## src/rtl/sam_pkg.sv

```systemverilog
package sam_pkg;
  typedef enum logic {
    ST_IDLE = 1'b0,
    ST_RUN  = 1'b1
  } sam_state_e;
endpackage

```

## src/rtl/sam_adder.sv

```systemverilog
module sam_adder #(
  parameter int WIDTH = 32
) (
  input  logic [WIDTH-1:0] a_i,
  input  logic [WIDTH-1:0] b_i,
  output logic [WIDTH:0]   sum_o
);
  assign sum_o = {1'b0, a_i} + {1'b0, b_i};
endmodule

```

## src/rtl/sam_ctrl.sv

```systemverilog
module sam_ctrl
  import sam_pkg::*;
#(
  parameter int WIDTH = 32
) (
  input  logic clk_i,
  input  logic rst_ni,
  input  logic start_i,
  output logic load_o,
  output logic step_o,
  output logic busy_o,
  output logic done_o
);
  localparam int CNT_W = (WIDTH > 1) ? $clog2(WIDTH) : 1;
  localparam logic [CNT_W-1:0] LAST = CNT_W'(WIDTH - 1);

  sam_state_e state_q;
  logic [CNT_W-1:0] cnt_q;
  logic done_q;
  logic last_step;

  assign load_o    = start_i && (state_q == ST_IDLE);
  assign step_o    = (state_q == ST_RUN);
  assign last_step = step_o && (cnt_q == LAST);
  assign busy_o    = step_o;
  assign done_o    = done_q;

  always_ff @(posedge clk_i or negedge rst_ni) begin
    if (!rst_ni) begin
      state_q <= ST_IDLE;
      cnt_q   <= '0;
      done_q  <= 1'b0;
    end else begin
      done_q <= last_step;
      if (load_o) begin
        state_q <= ST_RUN;
        cnt_q   <= '0;
      end else if (last_step) begin
        state_q <= ST_IDLE;
      end else if (step_o) begin
        cnt_q <= cnt_q + 1'b1;
      end
    end
  end

  // independent run-length counter for the R3 check
  logic [CNT_W:0] run_len_q;
  always_ff @(posedge clk_i or negedge rst_ni) begin
    if (!rst_ni)     run_len_q <= '0;
    else if (busy_o) run_len_q <= run_len_q + 1'b1;
    else             run_len_q <= '0;
  end

  a_r3_run_length: assert property (@(posedge clk_i) disable iff (!rst_ni)
    $fell(busy_o) |-> (run_len_q == (CNT_W+1)'(WIDTH)));
  a_r3_done_single: assert property (@(posedge clk_i) disable iff (!rst_ni)
    done_o |=> !done_o);
  a_r3_done_at_fall: assert property (@(posedge clk_i) disable iff (!rst_ni)
    done_o |-> ($past(busy_o) && !busy_o));
  a_r2_start_accept: assert property (@(posedge clk_i) disable iff (!rst_ni)
    (start_i && !busy_o) |=> busy_o);
endmodule

```

## src/rtl/sam_datapath.sv

```systemverilog
module sam_datapath #(
  parameter int WIDTH = 32
) (
  input  logic               clk_i,
  input  logic               rst_ni,
  input  logic               load_i,
  input  logic               step_i,
  input  logic [WIDTH-1:0]   mcand_i,
  input  logic [WIDTH-1:0]   mplier_i,
  output logic [2*WIDTH-1:0] prod_o
);
  localparam int PW = 2 * WIDTH;

  logic [WIDTH-1:0] mcand_q;
  logic [PW-1:0]    prod_q;
  logic [WIDTH:0]   add_res;
  logic [WIDTH:0]   upper_next;

  sam_adder #(.WIDTH(WIDTH)) u_add (
    .a_i  (prod_q[PW-1:WIDTH]),
    .b_i  (mcand_q),
    .sum_o(add_res)
  );

  // carry bit joins the sum so the shift keeps all sum bits
  assign upper_next = prod_q[0] ? add_res : {1'b0, prod_q[PW-1:WIDTH]};

  always_ff @(posedge clk_i or negedge rst_ni) begin
    if (!rst_ni) begin
      mcand_q <= '0;
      prod_q  <= '0;
    end else if (load_i) begin
      mcand_q <= mcand_i;
      prod_q  <= {{WIDTH{1'b0}}, mplier_i};
    end else if (step_i) begin
      prod_q  <= {upper_next, prod_q[WIDTH-1:1]};
    end
  end

  assign prod_o = prod_q;

  a_r7_mcand_held: assert property (@(posedge clk_i) disable iff (!rst_ni)
    step_i |=> $stable(mcand_q));
  a_r6_prod_hold: assert property (@(posedge clk_i) disable iff (!rst_ni)
    (!step_i && !load_i) |=> $stable(prod_q));
endmodule

```

## src/rtl/shift_add_mul.sv

```systemverilog
module shift_add_mul #(
  parameter int WIDTH = 32
) (
  input  logic               clk_i,
  input  logic               rst_ni,
  input  logic               start_i,
  input  logic [WIDTH-1:0]   mcand_i,
  input  logic [WIDTH-1:0]   mplier_i,
  output logic               busy_o,
  output logic               done_o,
  output logic [2*WIDTH-1:0] product_o
);
  logic load, step;

  sam_ctrl #(.WIDTH(WIDTH)) u_ctrl (
    .clk_i  (clk_i),
    .rst_ni (rst_ni),
    .start_i(start_i),
    .load_o (load),
    .step_o (step),
    .busy_o (busy_o),
    .done_o (done_o)
  );

  sam_datapath #(.WIDTH(WIDTH)) u_dp (
    .clk_i   (clk_i),
    .rst_ni  (rst_ni),
    .load_i  (load),
    .step_i  (step),
    .mcand_i (mcand_i),
    .mplier_i(mplier_i),
    .prod_o  (product_o)
  );

  a_r5_start_ignored: assert property (@(posedge clk_i) disable iff (!rst_ni)
    (busy_o && start_i && !done_o) |=> (busy_o || done_o));
endmodule

```

## config.mk

```make
export PLATFORM = sky130hd
export DESIGN_NAME = shift_add_mul
export DESIGN_NICKNAME = d
export VERILOG_FILES = /design/src/rtl/sam_pkg.sv /design/src/rtl/sam_adder.sv /design/src/rtl/sam_ctrl.sv /design/src/rtl/sam_datapath.sv /design/src/rtl/shift_add_mul.sv
export SDC_FILE = /design/constraint.sdc
export NUM_CORES = 1
export LEC_CHECK = 0
export ABC_AREA = 1
export ABC_CLOCK_PERIOD_IN_PS = 3200
export BUFFER_PORTS_ARGS = -buffer_cell sky130_fd_sc_hd__buf_2
export CAP_MARGIN = 20
export CELL_PAD_IN_SITES_DETAIL_PLACEMENT = 0
export CELL_PAD_IN_SITES_GLOBAL_PLACEMENT = 2
export CORE_UTILIZATION = 33
export CTS_CLUSTER_SIZE = 24
export DETAILED_ROUTE_END_ITERATION = 16
export GPL_ROUTABILITY_DRIVEN = 0
export PLACE_DENSITY_LB_ADDON = 0.1
export SLEW_MARGIN = 0
export SYNTH_ARGS = -nofsm -noshare
export SYNTH_HDL_FRONTEND = slang
export SYNTH_SLANG_ARGS = --single-unit
```

## constraint.sdc

```tcl
create_clock -name clk_i -period 3.2 [get_ports clk_i]
set_input_delay 0.48 -clock clk_i [delete_from_list [all_inputs] [get_ports clk_i]]
set_output_delay 0.48 -clock clk_i [all_outputs]
set_load 0.02 [all_outputs]
```

Word-level counts from Yosys, hierarchy flattened

Cells that the tools add are included.

Output and inout bits: 66
Bits in registers: 103
Memories: 0
Memory bits (writable): 0
Bits of input ports: 67
Latch bits: 0
Word-level logic and storage cells: 23
Memory bits (read-only): 0

Divide/modulo/power cells: 0
Add/subtract/negate cells: 2
$mul: 0
Bitwise operators: 1
Eq/ne operators: 2
Magnitude comparators: 0
Shift-type cells: 0
Reduce and logical (&&, ||, !) cells: 5
Mux-type cells: 8

Operators by type and width:

| operator                                                      | count |
|---|---|
| 64-bit 2-to-1 mux                                             | 2 |
| 32-bit by 32-bit adder with 33-bit output                     | 1 |
| 33-bit 2-to-1 mux                                             | 1 |
| 5-bit 2-to-1 mux                                              | 3 |
| 5-bit by 1-bit adder with 5-bit output, second input constant | 1 |
| 5-bit == test, second input constant                          | 1 |
| 2-bit nonzero test                                            | 2 |
| 1-bit logical AND                                             | 2 |
| 1-bit 2-to-1 mux                                              | 2 |
| 2-bit != test, second input constant                          | 1 |
| 2-bit AND reduction                                           | 1 |
| 1-bit NOT                                                     | 1 |

Longest topological paths before layout

Depth after elaboration: 4
Depth in mapped cells: 13

Cells and area by module

From an unflattened synthesis, not the netlist that was laid out.

Cells, all modules: 1096
Area total of the unflattened synthesis: 6970.4 µm²

By module, submodules not included:

| module       | instances | area an instance (µm²) | cells an instance |
|---|---|---|---|
| sam_datapath | 1         | 4190.3                 | 547 |
| sam_adder    | 1         | 2423.6                 | 505 |
| sam_ctrl     | 1         | 356.6                  | 44 |

Least setup slack after synthesis

No wires, ideal clock.

Kind: reg-to-reg
From: register u_dp.prod_q[32], in the netlist u_dp.prod_o[32]
To: register u_dp.prod_q[47], in the netlist u_dp.prod_o[47]
Data required time: 3.070 ns
Buffers on the path: 0
Arrival: 1.898 ns
Path slack: 1.172 ns
Clock period less this slack: 2.028 ns
Cell stages (with the launch flop): 13
Cells stage by stage: dfrtp_1 > ha_1 > fa_1 > nand3_1 > nand3_1 > nand2_1 > nand2_1 > nand2_1 > nand2_1 > a21oi_1 > o21ai_0 > nand2_1 > o21ai_1

Word-level cells in the longest chain between the ends: 4

RTL lines:

| element                                   | RTL line           | RTL |
|---|---|---|
| from (decl)                               | sam_datapath.sv:15 | `logic [PW-1:0] prod_q;` |
| from (signal assigned)                    | sam_datapath.sv:34 | `prod_q <= {{WIDTH{1'b0}}, mplier_i};` |
| from (signal assigned)                    | sam_datapath.sv:36 | `prod_q <= {upper_next, prod_q[WIDTH-1:1]};` |
| 32-bit by 32-bit adder with 33-bit output | sam_adder.sv:8     | `assign sum_o = {1'b0, a_i} + {1'b0, b_i};` |
| 33-bit 2-to-1 mux                         | sam_datapath.sv:26 | `assign upper_next = prod_q[0] ? add_res : {1'b0, prod_q[PW-1:WIDTH]};` |
| 64-bit 2-to-1 mux                         | sam_datapath.sv:35 | `end else if (step_i) begin` |
| 64-bit 2-to-1 mux                         | sam_datapath.sv:32 | `end else if (load_i) begin` |

Every way passes these cells. The select of a mux whose other input is x is not followed.
A chain may end at the register's enable or synchronous reset.

Worst setup path after layout

Same ends and word-level chain as after synthesis.

==> metrics.md <==
| Metric | Value |
|---|---|
| Largest net degree at the start of global routing | 75 |
| H-tree levels | 3 |
| Num rows | 52 |
| Max_slew headroom | 0.3658 |
| Final instance area | about 8000 sq um |
| Max-cap violations | 0 |
| Layout cell share with drive strength beyond 1 | 0.1498 |
| Asr flop ratio synth | 1.000 |
| Syn_nets | 1130 |
| Hpwl dp | 15780 microns |
| Post-CTS setup buffer count | 0 |
| # setup viols final | 0 |
| Clock buffer depth | 2 |
| Fin crit share | 0.7075 |
| F_max | 441.7 MHz |
| CP Launch Type | flop |
| Die area | between 20000 and 25000 sq um |
| Core box area | about 20000 sq um |
| Clk sinks | ~100 |
| CP required | about 3.4 ns |
| Synth Register Bits | 103 |
| Port Buffers | roughly 130 |
| Reg2reg setup slack | around 0.94 ns |
| Mean Syn Cell Area | 6.616 sq um |
| Number of fill cells in the layout | 2255 |
| Die width | 145.6 microns |
| Seq/Total Area, Yosys | 0.3790 |
| Worst-Margin Slew | about 0.95 ns |
| Final worst setup slack | between 0.9 and 1 ns |
| Unrepaired setup endpoints after global routing | false |
| Worst-skew pair later-pin latency | between 0.3 and 0.4 ns |
| Static leakage | between 4 and 5 nW |
| CTS tree | done |
| Crit-path max FO | 4 |
| DR DRC count | 0 |
| Post_cts resized | 0 |
| Crit end category | flop |
| Reg clk slew, reported paths | about 0.090 ns |
| Commonest non-fill, non-tap cell in the layout | nand2_1 |
| Skew final | roughly 0.016 ns |
| Post-synth EDFFs | 0 |
| Io pins | approximately 130 |
| Netlist cell types | 32 |
| CP Class | flop to flop |
| Syn Inst Count | 1028 |
| Vias per cell | between 4 and 5 |
| Drt first pass iters | 5 |
| Post-CTS Hold Fix Bufs | 0 |
| Dominant synthesized flop cell | dfrtp_1 |
| Max rail drop VDD | 0.3572 mV |
| Most frequent cells in the layout | 437 x nand2_1, 163 x inv_1, 131 x buf_2, 103 x dfrtp_1, 74 x nor2_1 |
| Routed WL | between 20000 and 25000 microns |
| Synthesized cell area | 6802 sq um |
| CP arrival | 2.49 ns |
| Register-to-Register Path Depth | 12 |
| Global-route wire length before repair | 34950 microns |
| Vias in the first global route | between 6000 and 7000 |
| CTS root buffer | clkbuf_16 |
| Tmin final | roughly 2.3 ns |
| Min-delay worst type | input port to asynchronous set/reset pin |
| Diode count | 0 |
| Final hold vios | 0 |
| Area growth, synth to finish | 19.13% |
| Starting DRT DRC Count | slightly below 400 |
| PwrDens | approximately 1300 nW/um^2 |
| Grt total ovfl | 0 |
| Die height | 145.6 microns |
| Setup WS pre-CTS | 0.9543 ns |
| Total Routing Usage GR | 0.2122 |
| Initial Util | 0.3361 |
| Post-DP Area | between 7000 and 8000 sq um |
| CTS buffer count | 9 |
| Initial antenna violation count | 2 |
| Post-DRT Antenna Nets | 0 |
| YS warnings | 0 |
| Status | finished, final reports clean |
| WL/cell | 15.03 microns |
| Final-stage net count | between 1000 and 1500 |
| Setup TNS | 0 ns |
| Final Slew Violations | 0 |
| Via count | about 6500 |
[registers in the layout, indices dropped and copies added (netlist names)]
signal / cells
u_dp.prod_o: 64
u_ctrl.done_o: 1
u_ctrl.cnt_q: 5
u_ctrl.busy_o: 1
u_dp.mcand_q: 32
[worst paths after layout]
check                                                to                    startpoint
max                         u_dp.prod_o[47]$_DFFE_PN0P_   u_dp.prod_o[32]$_DFFE_PN0P_
min                        u_dp.mcand_q[13]$_DFFE_PN0P_                        rst_ni
max reg2reg                 u_dp.prod_o[47]$_DFFE_PN0P_   u_dp.prod_o[32]$_DFFE_PN0P_
min reg2reg                u_dp.mcand_q[22]$_DFFE_PN0P_  u_dp.mcand_q[22]$_DFFE_PN0P_
max in group asynchronous  u_dp.mcand_q[27]$_DFFE_PN0P_                        rst_ni
min in group clk_i         u_dp.mcand_q[30]$_DFFE_PN0P_                   mcand_i[30]
[cell usage after synthesis (2+ instances only)]
library cell	count	area, sq um
and2_1	2	12.51
o221ai_1	18	157.7
o22ai_1	3	18.77
inv_1	163	611.8
ha_1	34	425.4
buf_2	9	45.04
nand3_1	45	225.2
o21ai_0	24	120.1
a21oi_1	37	185.2
clkbuf_1	16	60.06
o21ai_1	10	50.05
nand4_1	2	12.51
nand2_2	4	25.02
nor2_1	76	285.3
o211ai_1	8	60.06
dfrtp_1	103	2577
buf_1	4	15.01
xor2_1	13	113.9
nand3b_1	2	15.01
nor2_2	4	25.02
nand3_2	4	40.04
nand2_1	437	1640
[area by class of cell]
class / count / area [sq um] / share of cell area
clock buffer: 9 / 225.2 / 0.02779
clock inverter: 7 / 100.1 / 0.01235
inverter: 165 / 619.3 / 0.07644
multi-input combinational: 730 / 3487 / 0.4304
sequential: 103 / 2577 / 0.3181
tap: 270 / 337.8 / 0.04169
timing repair buffer: 141 / 755.7 / 0.09327
[report_power, final]
part           switching (mW)  leakage [nW]  internal, mW  total (mW)
clock network           0.618         0.158         0.635        1.25
registers               0.504          1.24          1.96        2.46
logic                    4.35          3.29          2.21        6.56
[per-stage QoR]
step | std cells | hold slack, ns | power, mW | utilization
6_report | 1425 | 0.06964 | 10.28 | 0.4004
4_1_cts | 1425 | 0.07270 | 10.42 | 0.4004
3_5_place_dp | 1409 | 0.4672 | 9.122 | 0.3844
3_3_place_gp | 1409 | 0.4597 | 9.152 | 0.3844
2_1_floorplan | 1028 | 0.1844 | 7.104 | -
5_1_grt | 1425 | 0.08774 | 11.44 | 0.4004
[critical path, cell delays in order, from the launching register on]
cell	delay [ns]
dfrtp_1	0.41
ha_1	0.28
fa_1	0.47
nand3_1	0.12
nand3_1	0.13
nand2_1	0.09
nand2_1	0.12
nand2_1	0.09
nand2_1	0.06
a21oi_1	0.12
o21ai_0	0.11
nand2_1	0.07
o21ai_1	0.06
[metal layers]
layer | vias to the layer above | wire length (microns) | global-route usage | share of wire
li1 | 3407 | - | - | -
met1 | 2919 | 10840 | 0.2998 | 0.51
met2 | 116 | 9267 | 0.3284 | 0.43
met3 | 15 | 1114 | 0.05047 | 0.052
met4 | 2 | 188 | 0.04579 | 0.0088
met5 | - | 12 | 0 | 0.00056
[cells by family (layout without fill, tap and decap cells)]
kind of cell | after synthesis | after routing | synth area share
xor gates and xnor gates | 13 | 13 | 0.01674
DFF | 103 | 103 | 0.3790
and+or+nand+nor | 578 | 578 | 0.3376
buffers and inverters | 195 | 322 | 0.1098
adders and majority gates | 35 | 35 | 0.06549
AOI/OAI and AO/OA | 104 | 104 | 0.09143
Power figures use the tool's default switching activity.
